<file path="src/rtl/ivt_pkg.sv">
package ivt_pkg;
  localparam int CNT_W  = 32;
  localparam int CTRL_W = 11;

  // Control bit positions
  localparam int CB_MODE = 0;
  localparam int CB_DOWN = 1;
  localparam int CB_GOUT = 2;
  localparam int CB_CAPT = 3;
  localparam int CB_AUTO = 4;
  localparam int CB_LDBT = 5;
  localparam int CB_IEN  = 6;
  localparam int CB_RUN  = 7;
  localparam int CB_FLAG = 8;
  localparam int CB_PWM  = 9;
  localparam int CB_ALL  = 10;

  localparam int SLOT_SHIFT = 4;  // 16 bytes per timer

  typedef enum logic [1:0] {
    W_CTRL  = 2'd0,
    W_LOAD  = 2'd1,
    W_COUNT = 2'd2,
    W_SPARE = 2'd3
  } word_e;

  function automatic logic [CNT_W-1:0] step_count(input logic [CNT_W-1:0] c,
                                                  input logic down);
    return down ? (c - CNT_W'(1)) : (c + CNT_W'(1));
  endfunction

  function automatic logic at_terminal(input logic [CNT_W-1:0] c,
                                       input logic down);
    return down ? (c == '0) : (c == '1);
  endfunction
endpackage

</file>
<file path="src/rtl/ivt_addr_decode.sv">
module ivt_addr_decode
  import ivt_pkg::*;
#(
  parameter int ADDR_W = 8,
  parameter int N_TMR  = 2,
  localparam int IDX_W = (N_TMR > 1) ? $clog2(N_TMR) : 1
) (
  input  logic [ADDR_W-1:0] addr,
  output logic              hit_o,
  output logic [IDX_W-1:0]  idx_o,
  output word_e             word_o
);
  logic [ADDR_W-1:0] blk;
  logic [1:0]        unused_byte_lane;

  assign blk              = addr >> SLOT_SHIFT;
  assign hit_o            = blk < ADDR_W'(N_TMR);
  assign idx_o            = blk[IDX_W-1:0];
  assign word_o           = word_e'(addr[3:2]);
  assign unused_byte_lane = addr[1:0];
endmodule

</file>
<file path="src/rtl/ivt_channel.sv">
module ivt_channel
  import ivt_pkg::*;
(
  input  logic              clk,
  input  logic              rst_n,
  input  logic              wr_ctrl,
  input  logic              wr_load,
  input  logic [CNT_W-1:0]  wdata,
  output logic [CTRL_W-1:0] ctrl_o,
  output logic [CNT_W-1:0]  load_o,
  output logic [CNT_W-1:0]  count_o,
  output logic              expire_o,
  output logic              irq_req_o
);
  logic [CTRL_W-1:0] ctrl_q;
  logic [CNT_W-1:0]  load_q;
  logic [CNT_W-1:0]  cnt_q;
  logic              running;
  logic              terminal;
  logic              expire;

  assign running  = ctrl_q[CB_RUN];
  assign terminal = at_terminal(cnt_q, ctrl_q[CB_DOWN]);
  assign expire   = running & terminal;

  always_ff @(posedge clk or negedge rst_n) begin
    if (!rst_n) begin
      ctrl_q <= '0;
      load_q <= '0;
      cnt_q  <= '0;
    end else begin
      if (wr_load) load_q <= wdata;
      if (wr_ctrl) begin
        ctrl_q          <= wdata[CTRL_W-1:0];
        ctrl_q[CB_FLAG] <= (ctrl_q[CB_FLAG] & ~wdata[CB_FLAG]) | expire;
        if (wdata[CB_RUN]) cnt_q <= load_q;
      end else if (expire) begin
        ctrl_q[CB_FLAG] <= 1'b1;
        if (ctrl_q[CB_AUTO]) cnt_q <= load_q;
        else                 ctrl_q[CB_RUN] <= 1'b0;
      end else if (running) begin
        cnt_q <= step_count(cnt_q, ctrl_q[CB_DOWN]);
      end
    end
  end

  assign ctrl_o    = ctrl_q;
  assign load_o    = load_q;
  assign count_o   = cnt_q;
  assign expire_o  = expire;
  assign irq_req_o = ctrl_q[CB_FLAG] & ctrl_q[CB_IEN];

  p_start_load_r4: assert property (@(posedge clk) disable iff (!rst_n)
    wr_ctrl && wdata[CB_RUN] |=> (cnt_q == $past(load_q)) && ctrl_q[CB_RUN]);

  p_step_down_r5: assert property (@(posedge clk) disable iff (!rst_n)
    running && ctrl_q[CB_DOWN] && !expire && !wr_ctrl |=>
      cnt_q == ($past(cnt_q) - CNT_W'(1)));

  p_step_up_r6: assert property (@(posedge clk) disable iff (!rst_n)
    running && !ctrl_q[CB_DOWN] && !expire && !wr_ctrl |=>
      cnt_q == ($past(cnt_q) + CNT_W'(1)));

  p_expire_flags_r7: assert property (@(posedge clk) disable iff (!rst_n)
    expire |=> ctrl_q[CB_FLAG]);

  p_auto_reload_r8: assert property (@(posedge clk) disable iff (!rst_n)
    expire && ctrl_q[CB_AUTO] && !wr_ctrl |=>
      (cnt_q == $past(load_q)) && ctrl_q[CB_RUN]);

  p_halt_at_end_r9: assert property (@(posedge clk) disable iff (!rst_n)
    expire && !ctrl_q[CB_AUTO] && !wr_ctrl |=> !ctrl_q[CB_RUN] && $stable(cnt_q));

  p_flag_sticky_r10: assert property (@(posedge clk) disable iff (!rst_n)
    ctrl_q[CB_FLAG] && !(wr_ctrl && wdata[CB_FLAG]) |=> ctrl_q[CB_FLAG]);

  p_idle_hold_r13: assert property (@(posedge clk) disable iff (!rst_n)
    !running && !wr_ctrl |=> $stable(cnt_q));
endmodule

</file>
<file path="src/rtl/ivt_read_select.sv">
module ivt_read_select
  import ivt_pkg::*;
#(
  parameter int N_TMR  = 2,
  localparam int IDX_W = (N_TMR > 1) ? $clog2(N_TMR) : 1
) (
  input  logic              hit,
  input  logic [IDX_W-1:0]  idx,
  input  word_e             word,
  input  logic [CTRL_W-1:0] ctrl_a  [N_TMR],
  input  logic [CNT_W-1:0]  load_a  [N_TMR],
  input  logic [CNT_W-1:0]  count_a [N_TMR],
  output logic [CNT_W-1:0]  rdata
);
  always_comb begin
    rdata = '0;
    for (int g = 0; g < N_TMR; g++) begin
      if (hit && (idx == IDX_W'(g))) begin
        unique case (word)
          W_CTRL:  rdata = CNT_W'(ctrl_a[g]);
          W_LOAD:  rdata = load_a[g];
          W_COUNT: rdata = count_a[g];
          default: rdata = '0;
        endcase
      end
    end
  end
endmodule

</file>
<file path="src/rtl/interval_timer_pair.sv">
module interval_timer_pair
  import ivt_pkg::*;
#(
  parameter int TIMER_COUNT = 2,
  parameter int ADDR_W      = 8,
  localparam int IDX_W      = (TIMER_COUNT > 1) ? $clog2(TIMER_COUNT) : 1
) (
  input  logic              clk,
  input  logic              rst_n,
  input  logic [ADDR_W-1:0] bus_addr,
  input  logic              bus_we,
  input  logic [CNT_W-1:0]  bus_wdata,
  output logic [CNT_W-1:0]  bus_rdata,
  output logic              irq_out
);
  logic             hit;
  logic [IDX_W-1:0] idx;
  word_e            word;

  logic [CTRL_W-1:0]      ctrl_a  [TIMER_COUNT];
  logic [CNT_W-1:0]       load_a  [TIMER_COUNT];
  logic [CNT_W-1:0]       count_a [TIMER_COUNT];
  logic [TIMER_COUNT-1:0] expire_v;
  logic [TIMER_COUNT-1:0] irq_req;

  ivt_addr_decode #(.ADDR_W(ADDR_W), .N_TMR(TIMER_COUNT)) u_dec (
    .addr   (bus_addr),
    .hit_o  (hit),
    .idx_o  (idx),
    .word_o (word)
  );

  for (genvar g = 0; g < TIMER_COUNT; g++) begin : g_tmr
    logic sel;
    assign sel = bus_we && hit && (idx == IDX_W'(g));

    ivt_channel u_ch (
      .clk       (clk),
      .rst_n     (rst_n),
      .wr_ctrl   (sel && (word == W_CTRL)),
      .wr_load   (sel && (word == W_LOAD)),
      .wdata     (bus_wdata),
      .ctrl_o    (ctrl_a[g]),
      .load_o    (load_a[g]),
      .count_o   (count_a[g]),
      .expire_o  (expire_v[g]),
      .irq_req_o (irq_req[g])
    );
  end

  ivt_read_select #(.N_TMR(TIMER_COUNT)) u_rd (
    .hit     (hit),
    .idx     (idx),
    .word    (word),
    .ctrl_a  (ctrl_a),
    .load_a  (load_a),
    .count_a (count_a),
    .rdata   (bus_rdata)
  );

  assign irq_out = |irq_req;

  p_outside_zero_r2: assert property (@(posedge clk) disable iff (!rst_n)
    !hit |-> bus_rdata == '0);

  p_ctrl_upper_zero_r3: assert property (@(posedge clk) disable iff (!rst_n)
    hit && (word == W_CTRL) |-> bus_rdata[CNT_W-1:CTRL_W] == '0);

  p_irq_source_r11: assert property (@(posedge clk) disable iff (!rst_n)
    $rose(irq_out) |-> $past(expire_v != '0) || $past(bus_we));
endmodule

</file>
<file path="config.mk">
export PLATFORM = sky130hd
export DESIGN_NAME = interval_timer_pair
export DESIGN_NICKNAME = d
export VERILOG_FILES = /design/src/rtl/ivt_pkg.sv /design/src/rtl/ivt_addr_decode.sv /design/src/rtl/ivt_channel.sv /design/src/rtl/ivt_read_select.sv /design/src/rtl/interval_timer_pair.sv
export SDC_FILE = /design/constraint.sdc
export NUM_CORES = 1
export LEC_CHECK = 0
export CAP_MARGIN = 20
export CORE_AREA = 2 2 178 180
export CTS_CLUSTER_DIAMETER = 50
export DETAILED_ROUTE_END_ITERATION = 8
export DIE_AREA = 0 0 180 182
export PLACE_DENSITY = 0.62
export SLEW_MARGIN = 20
export SYNTH_ARGS = -nofsm -noshare
export SYNTH_HDL_FRONTEND = slang
export SYNTH_SLANG_ARGS = --single-unit
</file>
<file path="constraint.sdc">
create_clock -name clk -period 3.08 [get_ports clk]
set_input_delay 0.616 -clock clk [delete_from_list [all_inputs] [get_ports clk]]
set_output_delay 0.616 -clock clk [all_outputs]
set_load 0.05 [all_outputs]
</file>
==> results.sh, run 1 <==
export IMPL_outcome="finished, final reports clean"
export IMPL_pwr_density_cell_mw_per_mm2=837.3
export IMPL_gp_congestion=0.8588
export IMPL_hold_viol_final=0
export IMPL_synth_edf_count=0
export IMPL_layout_common_cells="a21oi_1 (162), nor2_1 (148), dfrtp_1 (148), buf_4 (134), nand2_1 (109)"
export IMPL_ios=76
export IMPL_pre_cts_slack_ns=-0.07771
export IMPL_rsz0062_at_grt="true"
export IMPL_grt_antenna_before_repair=0
export IMPL_cp_cell_sequence="fa_1 > a211oi_2 > o21a_1 > o32ai_4 > o2111ai_2 > a21oi_2 > nor2_2 > o21ai_2 > a31oi_1 > xnor2_1 > a221o_1"
export IMPL_syn_cell_area_sq_mm=0.01070
export IMPL_setup_slack_ns=0.1035
export IMPL_syn_to_final_growth_pct=33.17
export IMPL_arrival_ns=3.29
export IMPL_h_tree_depth=4
export IMPL_met1_usage_pct=27.35
export IMPL_cts_root_buffer="clkbuf_16"
export IMPL_drtIter0Drc=794
export IMPL_syn_avg_cell_area_sq_um=8.686
export IMPL_grt_use_met3_pct=2.286
export IMPL_design_core_area_sq_mm=0.03099
export IMPL_setup_viol=0
export IMPL_cts_buffer_depth=2
export IMPL_worstSetupPathType="reg2reg"
export IMPL_cp_start_kind="flip-flop"
export IMPL_p_leak_nw=6.304
export IMPL_row_count=65
export IMPL_synth_cell_types=64
export IMPL_n_antenna_cell=0
export IMPL_syn_nets=1337
export IMPL_worstPathMaxFanout=5
export IMPL_grt_max_degree=57
export IMPL_drc=0
export IMPL_grt_use_total_pct=20.49
export IMPL_cts_tree="built"
export IMPL_ant_nets=0
export IMPL_grt_ovfl_total=0
export IMPL_clkLatencyLatePin_ns=0.43
export IMPL_grt_pass1_wl_microns=53610
export IMPL_cts_sinks=150
export IMPL_tightest_slew_ns=0.7326
export IMPL_cts_reportedPaths_clkPinSlew_ns=0.06
export IMPL_drv_cap=0
export IMPL_wl_microns=33970
export IMPL_end_kind="flip-flop"
export IMPL_busiest_layer="met2"
export IMPL_start_util_pct=34.54
export IMPL_final_common_cell="a21oi_1"
export IMPL_ys_warn_count=0
export IMPL_fmax_mhz=336.0
export IMPL_required_ns=3.39
export IMPL_min_period_over_period_pct=96.64
export IMPL_drive_above_1_share_pct=24.49
export IMPL_place_area_sq_mm=0.01327
export IMPL_synth_top_flop_cell="dfrtp_1"
export IMPL_async_flop_share_pct=100.0
export IMPL_dieHeight_microns=182
export IMPL_yosysSeqAreaShare_pct=35.08
export IMPL_cpMaxStageDelayCell="dfrtp_2"
export IMPL_peakVddDrop_mv=0.3657
export IMPL_layout_nets=1515
export IMPL_final_area_sq_mm=0.01425
export IMPL_die_w_microns=180
export IMPL_hpwl_microns=25510
export IMPL_port_buffers=73
export IMPL_fin_crit_ns=2.976
export IMPL_cts_inserted_buffers=17
export IMPL_first_global_vias=9793
export IMPL_slew_viol_final=0
export IMPL_holdCritPathClass="in2async"
export IMPL_finClkSkew_ns=0.009133
export IMPL_ys_ff_latch=150
export IMPL_synth_cells=1232
export IMPL_vias=10130
export IMPL_maxSlewHeadroom_pct=51.16
export IMPL_drt_pass1_iter_count=5
export IMPL_use_met2_pct=34.67
export IMPL_cpPeakStageDelay_ns=0.48
export IMPL_die_area_sq_mm=0.03276
export IMPL_filler_cell_count=2860
export IMPL_routedWlPerCell_microns=18.64
export IMPL_viasPerCell=5.555
## state kept, by name (all words and copies together) (netlist names)
name	cells
g_tmr.u_ch.count_o	64
g_tmr.u_ch.load_o	64
g_tmr.u_ch.ctrl_o	22
## cell type report
type / instances / area [sq um] / share of cell area [%]
well taps: 402 / 503.0 / 3.529
inverters: 19 / 71.32 / 0.5004
clock buffers: 20 / 466.7 / 3.275
clock inverters: 10 / 57.56 / 0.4039
repair buffers: 226 / 2411 / 16.92
multi-input cells: 996 / 6985 / 49.02
flip-flops and latches: 150 / 3756 / 26.36
## stage by stage
step | instances | util (%) | power (mW) | hold slack (ns) | setup TNS, ns
global placement | 1788 | 42.82 | 9.342 | 0.4578 | -0.2031
finish | 1823 | 45.99 | 11.93 | 0.1532 | 0
detailed placement | 1788 | 42.83 | 9.503 | 0.4616 | -0.1362
CTS | 1818 | 44.59 | 11.45 | 0.1659 | -0.02649
global route | 1823 | 45.99 | 12.86 | 0.1830 | -0.1017
floorplan | 1232 | - | 7.265 | 0.3204 | 0
## worst max-delay path, delay by kind of cell (launching register included)
kind	cells	cell delay, ns
adders and majority gates	1	0.48
xor gates and xnor gates	1	0.12
DFF	1	0.48
and+or+nand+nor	1	0.16
AOI/OAI and AO/OA	8	1.62
## per-layer routing
| metal | wire [microns] | vias to the layer above |
|---|---|---|
| met5 | 0 | - |
| met4 | 908 | 0 |
| met3 | 989 | 47 |
| met2 | 16890 | 240 |
| met1 | 15190 | 4912 |
| li1 | - | 4928 |
## power by group
part / total (mW) / switching (mW) / internal [mW]
combinational: 6.79 / 3.63 / 3.17
clock: 1.88 / 0.810 / 1.07
sequential: 3.26 / 0.717 / 2.54
## final timing paths
check                                         start                        end  slack (ns)  cells after the start
setup / recovery            g_tmr[0].u_ch.ctrl_o[1]  g_tmr[0].u_ch.count_o[30]        0.10                     11
hold / removal                                rst_n    g_tmr[0].u_ch.load_o[3]        0.15                      1
setup reg to reg            g_tmr[0].u_ch.ctrl_o[1]  g_tmr[0].u_ch.count_o[30]        0.10                     11
hold reg to reg            g_tmr[0].u_ch.ctrl_o[10]   g_tmr[0].u_ch.ctrl_o[10]        0.48                      2
max in group asynchronous                     rst_n  g_tmr[0].u_ch.count_o[26]        2.13                      2
min in group clk           g_tmr[0].u_ch.ctrl_o[10]   g_tmr[0].u_ch.ctrl_o[10]        0.48                      2
## cells by family (layout without fill, tap and decap cells)
group / after synthesis / in the layout / share of synthesized area (%)
simple gates: 403 / 403 / 17.37
compound gates: 377 / 377 / 22.12
flops: 150 / 150 / 35.08
mux: 103 / 103 / 10.41
buf+inv: 86 / 275 / 3.461
fa+ha+maj: 62 / 62 / 7.389
xor+xnor: 51 / 51 / 4.174
## cell usage after synthesis, types with 17 or more instances
master	instances	area, sq um
a21oi_1	168	840.8
nor2_1	151	566.8
dfrtp_1	150	3754
nand2_1	112	420.4
mux2_2	66	743.2
ha_1	60	750.7
clkbuf_1	45	168.9
a22oi_1	40	300.3
mux2i_1	37	370.4
o22ai_1	33	206.5
nand4_1	30	187.7
a21o_1	27	202.7
xnor2_1	26	227.7
o21ai_0	25	125.1
xor2_1	25	219.0
nand3_1	21	105.1
inv_1	18	67.56
nor3_1	18	90.09
buf_2	17	85.08
## timing repair
item,in CTS,in global routing
gates resized for setup,5,64
setup buffers,0,3
gates cloned,0,2
hold buffers,0,0
setup endpoints to repair,7,38
pin swaps,1,25
(Power assumes the default switching activity.)
==> inputs of run 2 (changes only) <==
--- a/config.mk
+++ b/config.mk
@@ -11,6 +11,7 @@
 export DETAILED_ROUTE_END_ITERATION = 8
 export DIE_AREA = 0 0 180 182
 export PLACE_DENSITY = 0.62
+export SKIP_LAST_GASP = 1
 export SLEW_MARGIN = 20
 export SYNTH_ARGS = -nofsm -noshare
 export SYNTH_HDL_FRONTEND = slang
==> run 2 against run 1 <==
  * Critical path depth decreased by 4
  * Combinational power fell by 2%
  * Sequential cell count is the same
  * Via count down 0.85%
  * Register-to-register slack improved by 0.03 ns
  * Critical endpoint is now bus_rdata[31]
  * Highest routed layer unchanged
==> results.sh, run 2 (same netlist as run 1, synthesis figures left out) <==
export IMPL_ant_nets=0
export IMPL_holdCritPathClass="in2async"
export IMPL_start_util_pct=34.54
export IMPL_wl_microns=33430
export IMPL_peakVddDrop_mv=0.3667
export IMPL_die_w_microns=180
export IMPL_drv_cap=0
export IMPL_final_seq_area_sq_mm=0.003756
export IMPL_drc=0
export IMPL_multi_input_area_sq_mm=0.006869
export IMPL_stdcell_count=1820
export IMPL_cts_buffer_depth=2
export IMPL_worstPathMaxFanout=40
export IMPL_n_antenna_cell=0
export IMPL_viasPerCell=5.517
export IMPL_power_switching_mw=5.074
export IMPL_first_global_vias=9795
export IMPL_grt_use_total_pct=20.49
export IMPL_cts_inserted_buffers=17
export IMPL_grt_pass1_wl_microns=53610
export IMPL_fmax_mhz=336.2
export IMPL_h_tree_depth=4
export IMPL_dieHeight_microns=182
export IMPL_slew_viol_final=0
export IMPL_tightest_slew_ns=0.7243
export IMPL_worstSetupPathType="in2out"
export IMPL_arrival_ns=2.36
export IMPL_required_ns=2.46
export IMPL_cts_sinks=150
export IMPL_port_buffers=73
export IMPL_layout_common_cells="a21oi_1 (162), nor2_1 (148), dfrtp_1 (148), buf_4 (135), nand2_1 (111)"
export IMPL_setup_viol=0
export IMPL_gp_congestion=0.8588
export IMPL_dp_cells=1788
export IMPL_rsz0062_at_grt="true"
export IMPL_cts_hold_buffers=0
export IMPL_design_core_area_sq_mm=0.03099
export IMPL_grt_antenna_before_repair=0
export IMPL_drive_above_1_share_pct=23.62
export IMPL_hpwl_microns=25510
export IMPL_min_period_over_period_pct=96.57
export IMPL_hold_viol_final=0
export IMPL_grt_ovfl_total=0
export IMPL_end_kind="primary output"
export IMPL_grt_max_degree=57
export IMPL_place_area_sq_mm=0.01327
export IMPL_maxSlewHeadroom_pct=51.72
export IMPL_filler_cell_count=2902
export IMPL_layout_nets=1512
export IMPL_vias=10040
export IMPL_cts_root_buffer="clkbuf_16"
export IMPL_final_area_sq_mm=0.01407
export IMPL_finClkSkew_ns=0.008974
export IMPL_cts_reportedPaths_clkPinSlew_ns=0.06
export IMPL_ios=76
export IMPL_p_leak_nw=6.273
export IMPL_clkLatencyLatePin_ns=0.43
export IMPL_cts_tree="built"
export IMPL_die_area_sq_mm=0.03276
export IMPL_drtIter0Drc=730
export IMPL_syn_to_final_growth_pct=31.52
export IMPL_sequentialPowerShare_pct=27.5
export IMPL_pwr_density_cell_mw_per_mm2=836.9
export IMPL_clkPwrFrac_pct=16.0
export IMPL_outcome="finished, final reports clean"
export IMPL_routedWlPerCell_microns=18.37
export IMPL_comb_power_share_pct=56.5
export IMPL_final_common_cell="a21oi_1"
export IMPL_fin_crit_ns=2.974
export IMPL_cp_start_kind="input pin"
export IMPL_drt_pass1_iter_count=7
export IMPL_sw_frac_of_total_pct=43.07
export IMPL_row_count=65
export IMPL_p_int_mw=6.705
## run 2: layout make-up
cell class              instances  share of cell area [%]
multi-input cells             996                   48.80
flip-flops and latches        150                   26.69
repair buffers                223                   16.70
well taps                     402                   3.574
clock buffers                  20                   3.316
inverters                      19                  0.5067
clock inverters                10                  0.4089
## run 2: path summary, 6_finish.rpt
| kind | slack (ns) | depth (start not counted) | end | startpoint |
|---|---|---|---|---|
| max | 0.11 | 7 | bus_rdata[31] | bus_addr[2] |
| min | 0.15 | 1 | g_tmr[0].u_ch.load_o[3] | rst_n |
| max reg2reg | 0.13 | 12 | g_tmr[0].u_ch.count_o[27] | g_tmr[0].u_ch.ctrl_o[1] |
| min reg2reg | 0.48 | 2 | g_tmr[0].u_ch.ctrl_o[10] | g_tmr[0].u_ch.ctrl_o[10] |
| max in group asynchronous | 2.13 | 2 | g_tmr[0].u_ch.count_o[26] | rst_n |
| min in group clk | 0.48 | 2 | g_tmr[0].u_ch.ctrl_o[10] | g_tmr[0].u_ch.ctrl_o[10] |
## run 2: timing repair
| action | in CTS | in global routing |
|---|---|---|
| buffers inserted | 0 | 2 |
| resized for setup | 4 | 49 |
| setup endpoints to repair | 7 | 38 |
| pin swaps | 1 | 20 |
## run 2: power groups by stage
stage	logic [mW]	clock network, mW	registers (mW)
finish	6.65	1.88	3.24
global route	7.41	1.99	3.32
CTS	6.33	1.90	3.21
detailed placement	6.26	0	3.24
global placement	6.13	0	3.21
floorplan	4.17	0	3.09
## run 2: stage by stage
| step | power [mW] | util, % | hold WS, ns | setup TNS, ns | worst slack [ns] |
|---|---|---|---|---|---|
| 2_1_floorplan | 7.265 | - | 0.3204 | 0 | 0.04753 |
| 3_3_place_gp | 9.342 | 42.82 | 0.4578 | -0.2031 | -0.1030 |
| 3_5_place_dp | 9.503 | 42.83 | 0.4616 | -0.1362 | -0.07771 |
| 4_1_cts | 11.45 | 44.57 | 0.1659 | -0.08179 | -0.04273 |
| 5_1_grt | 12.73 | 45.42 | 0.1830 | -0.2533 | -0.07887 |
| 6_report | 11.78 | 45.42 | 0.1542 | 0 | 0.1058 |
## run 2: routing by layer
layer / routed length [microns] / vias up / global-route usage, %
li1: - / 4911 / -
met1: 15050 / 4876 / 27.35
met2: 16490 / 210 / 34.67
met3: 1010 / 44 / 2.286
met4: 875 / 0 / 6.699
met5: 0 / - / 0
## run 2: worst max-delay path: stages
cell and delay, ns:
clkdlybuf4s50_1 0.50, buf_12 0.16, nor2b_4 0.20, buf_12 0.22, a22oi_1 0.12, o22ai_1 0.30, buf_12 0.19
==> inputs of run 3 (changes only) <==
==> constraint.sdc (replaced) <==
create_clock -name clk -period 3.08 [get_ports clk]
set_input_delay 0.462 -clock clk [delete_from_list [all_inputs] [get_ports clk]]
set_output_delay 0.462 -clock clk [all_outputs]
set_load 0.05 [all_outputs]
==> run 3 against run 2 <==
  * Cell count barely moved
  * Die area did not move
  * Sequential share of layout area fell by 0.14 points
  * Register-to-register slack got worse by 0.04 ns
  * Utilization rose by 0.24 points
  * Cell area rose by 0.53%
  * Sequential power barely moved
==> results.sh, run 3 (same netlist as run 1, synthesis figures left out) <==
export IMPL_total_power_mw=12.05
export IMPL_fmax_mhz=334.4
export IMPL_utilization_pct=45.67
export IMPL_cts_inserted_buffers=17
export IMPL_first_global_vias=9771
export IMPL_drc=0
export IMPL_fin_crit_ns=2.991
export IMPL_pwr_density_cell_mw_per_mm2=851.3
export IMPL_grt_max_degree=62
export IMPL_viasPerCell=5.584
export IMPL_finClkSkew_ns=0.01322
export IMPL_tightest_slew_ns=1.082
export IMPL_drv_cap=0
export IMPL_cts_hold_buffers=0
export IMPL_hpwl_microns=25590
export IMPL_arrival_ns=3.36
export IMPL_min_period_over_period_pct=97.10
export IMPL_drive_above_1_share_pct=24.84
export IMPL_n_antenna_cell=0
export IMPL_cts_reportedPaths_clkPinSlew_ns=0.07
export IMPL_crit_buf_inv=2
export IMPL_rsz0062_at_grt="true"
export IMPL_fin_tns_setup_ns=0
export IMPL_cts_tree="built"
export IMPL_setup_viol=0
export IMPL_worstPathMaxFanout=6
export IMPL_gp_congestion=0.8711
export IMPL_critPathLaunch="g_tmr[1].u_ch.ctrl_o[1]"
export IMPL_row_count=65
export IMPL_grt_pass1_wl_microns=53440
export IMPL_holdCritPathClass="in2async"
export IMPL_grt_ovfl_total=0
export IMPL_die_area_sq_mm=0.03276
export IMPL_cpMaxStageDelayCell="dfrtp_2"
export IMPL_start_util_pct=34.54
export IMPL_worstSetupPathType="reg2reg"
export IMPL_vias=10160
export IMPL_layout_nets=1509
export IMPL_ant_nets=0
export IMPL_peakVddDrop_mv=0.4236
export IMPL_outcome="finished, final reports clean"
export IMPL_cts_sinks=150
export IMPL_cp_top_family="compound AO/OA/AOI/OAI gates"
export IMPL_drtIter0Drc=689
export IMPL_cpPeakStageDelay_ns=0.45
export IMPL_design_core_area_sq_mm=0.03099
export IMPL_slew_viol_final=0
export IMPL_reg2reg_from="g_tmr[1].u_ch.ctrl_o[1]"
export IMPL_hold_viol_final=0
export IMPL_cts_buffer_depth=2
export IMPL_rr_worst_depth=13
export IMPL_ios=76
export IMPL_drt_pass1_iter_count=5
export IMPL_grt_antenna_before_repair=0
export IMPL_die_w_microns=180
export IMPL_r2r_setup_slack_ns=0.09
export IMPL_maxSlewHeadroom_pct=27.87
export IMPL_clkLatencyLatePin_ns=0.45
export IMPL_cp_cell_sequence="buf_2 > fa_2 > a211oi_4 > o21ai_2 > a31oi_2 > o31a_1 > o2111ai_2 > o211ai_1 > buf_4 > o21ai_1 > xnor2_1 > mux2i_1 > a21oi_1"
export IMPL_end_kind="flip-flop"
export IMPL_required_ns=3.45
export IMPL_cts_root_buffer="clkbuf_16"
export IMPL_syn_to_final_growth_pct=32.22
export IMPL_p_leak_nw=6.244
export IMPL_dieHeight_microns=182
export IMPL_wl_microns=33580
export IMPL_final_common_cell="a21oi_1"
export IMPL_routedWlPerCell_microns=18.46
export IMPL_grt_use_total_pct=20.35
export IMPL_layout_common_cells="a21oi_1 (159), nor2_1 (148), dfrtp_1 (148), buf_4 (136), nand2_1 (109)"
export IMPL_port_buffers=73
export IMPL_h_tree_depth=4
export IMPL_cp_start_kind="flip-flop"
export IMPL_fin_hold_ws_ns=0.0007973
export IMPL_r2r_end="g_tmr[1].u_ch.count_o[28]"
-- run 3: final cells by class --
class	instances	area [sq um]
timing repair buffer	220	2261
multi-input combinational	996	7002
fill	2941	16840
clock buffer	18	439.2
sequential	150	3756
tap	402	503.0
inverter	19	71.32
clock inverter	14	117.6
-- run 3: how the worst max path moves through the flow --
stage,end,slack [ns],depth (start not counted)
3_3_place_gp,g_tmr[1].u_ch.count_o[24],-0.08,11
3_5_place_dp,g_tmr[1].u_ch.count_o[31],-0.12,11
2_1_floorplan,g_tmr[1].u_ch.count_o[21],0.07,11
5_1_grt,g_tmr[1].u_ch.count_o[29],-0.08,11
4_1_cts,g_tmr[1].u_ch.count_o[28],0.01,12
6_report,g_tmr[1].u_ch.count_o[28],0.09,13
-- run 3: per-stage QoR --
step           instance area, sq um  cells  setup WS [ns]
6_report                      14150   1819        0.08931
5_1_grt                       14150   1819       -0.08024
4_1_cts                       13730   1809        0.01179
3_5_place_dp                  13120   1776        -0.1194
3_3_place_gp                  13120   1776       -0.08115
2_1_floorplan                 10700   1232        0.07121
-- run 3: per-layer routing --
metal | up-vias | routed length, microns | GRT usage (%)
li1 | 4900 | - | -
met3 | 59 | 1135 | 2.527
met5 | - | 0 | 0
met2 | 229 | 16540 | 34.48
met1 | 4970 | 14890 | 26.47
met4 | 0 | 1014 | 7.935
-- run 3: worst register-to-register path: cells and delay by family, from the launching register on --
| kind | cells | cell delay [ns] |
|---|---|---|
| AO/OA/AOI/OAI | 8 | 1.40 |
| XOR/XNOR | 1 | 0.19 |
| adder cells (fa/ha/maj) | 1 | 0.43 |
| buffers and inverters | 2 | 0.36 |
| flip-flops | 1 | 0.45 |
| multiplexers | 1 | 0.09 |
-- run 3: report_power, final --
group | switching, mW | leakage, nW | internal, mW
clock | 0.925 | 0.267 | 1.07
sequential | 0.696 | 1.85 | 2.54
combinational | 3.64 | 4.13 | 3.17
total | 5.27 | 6.24 | 6.78
-- run 3: what timing repair did --
item | 4_1_cts | 5_1_grt
gates resized for setup | 11 | 62
setup endpoints to repair | 25 | 49
pin swaps | 3 | 29
setup buffers | 1 | 10
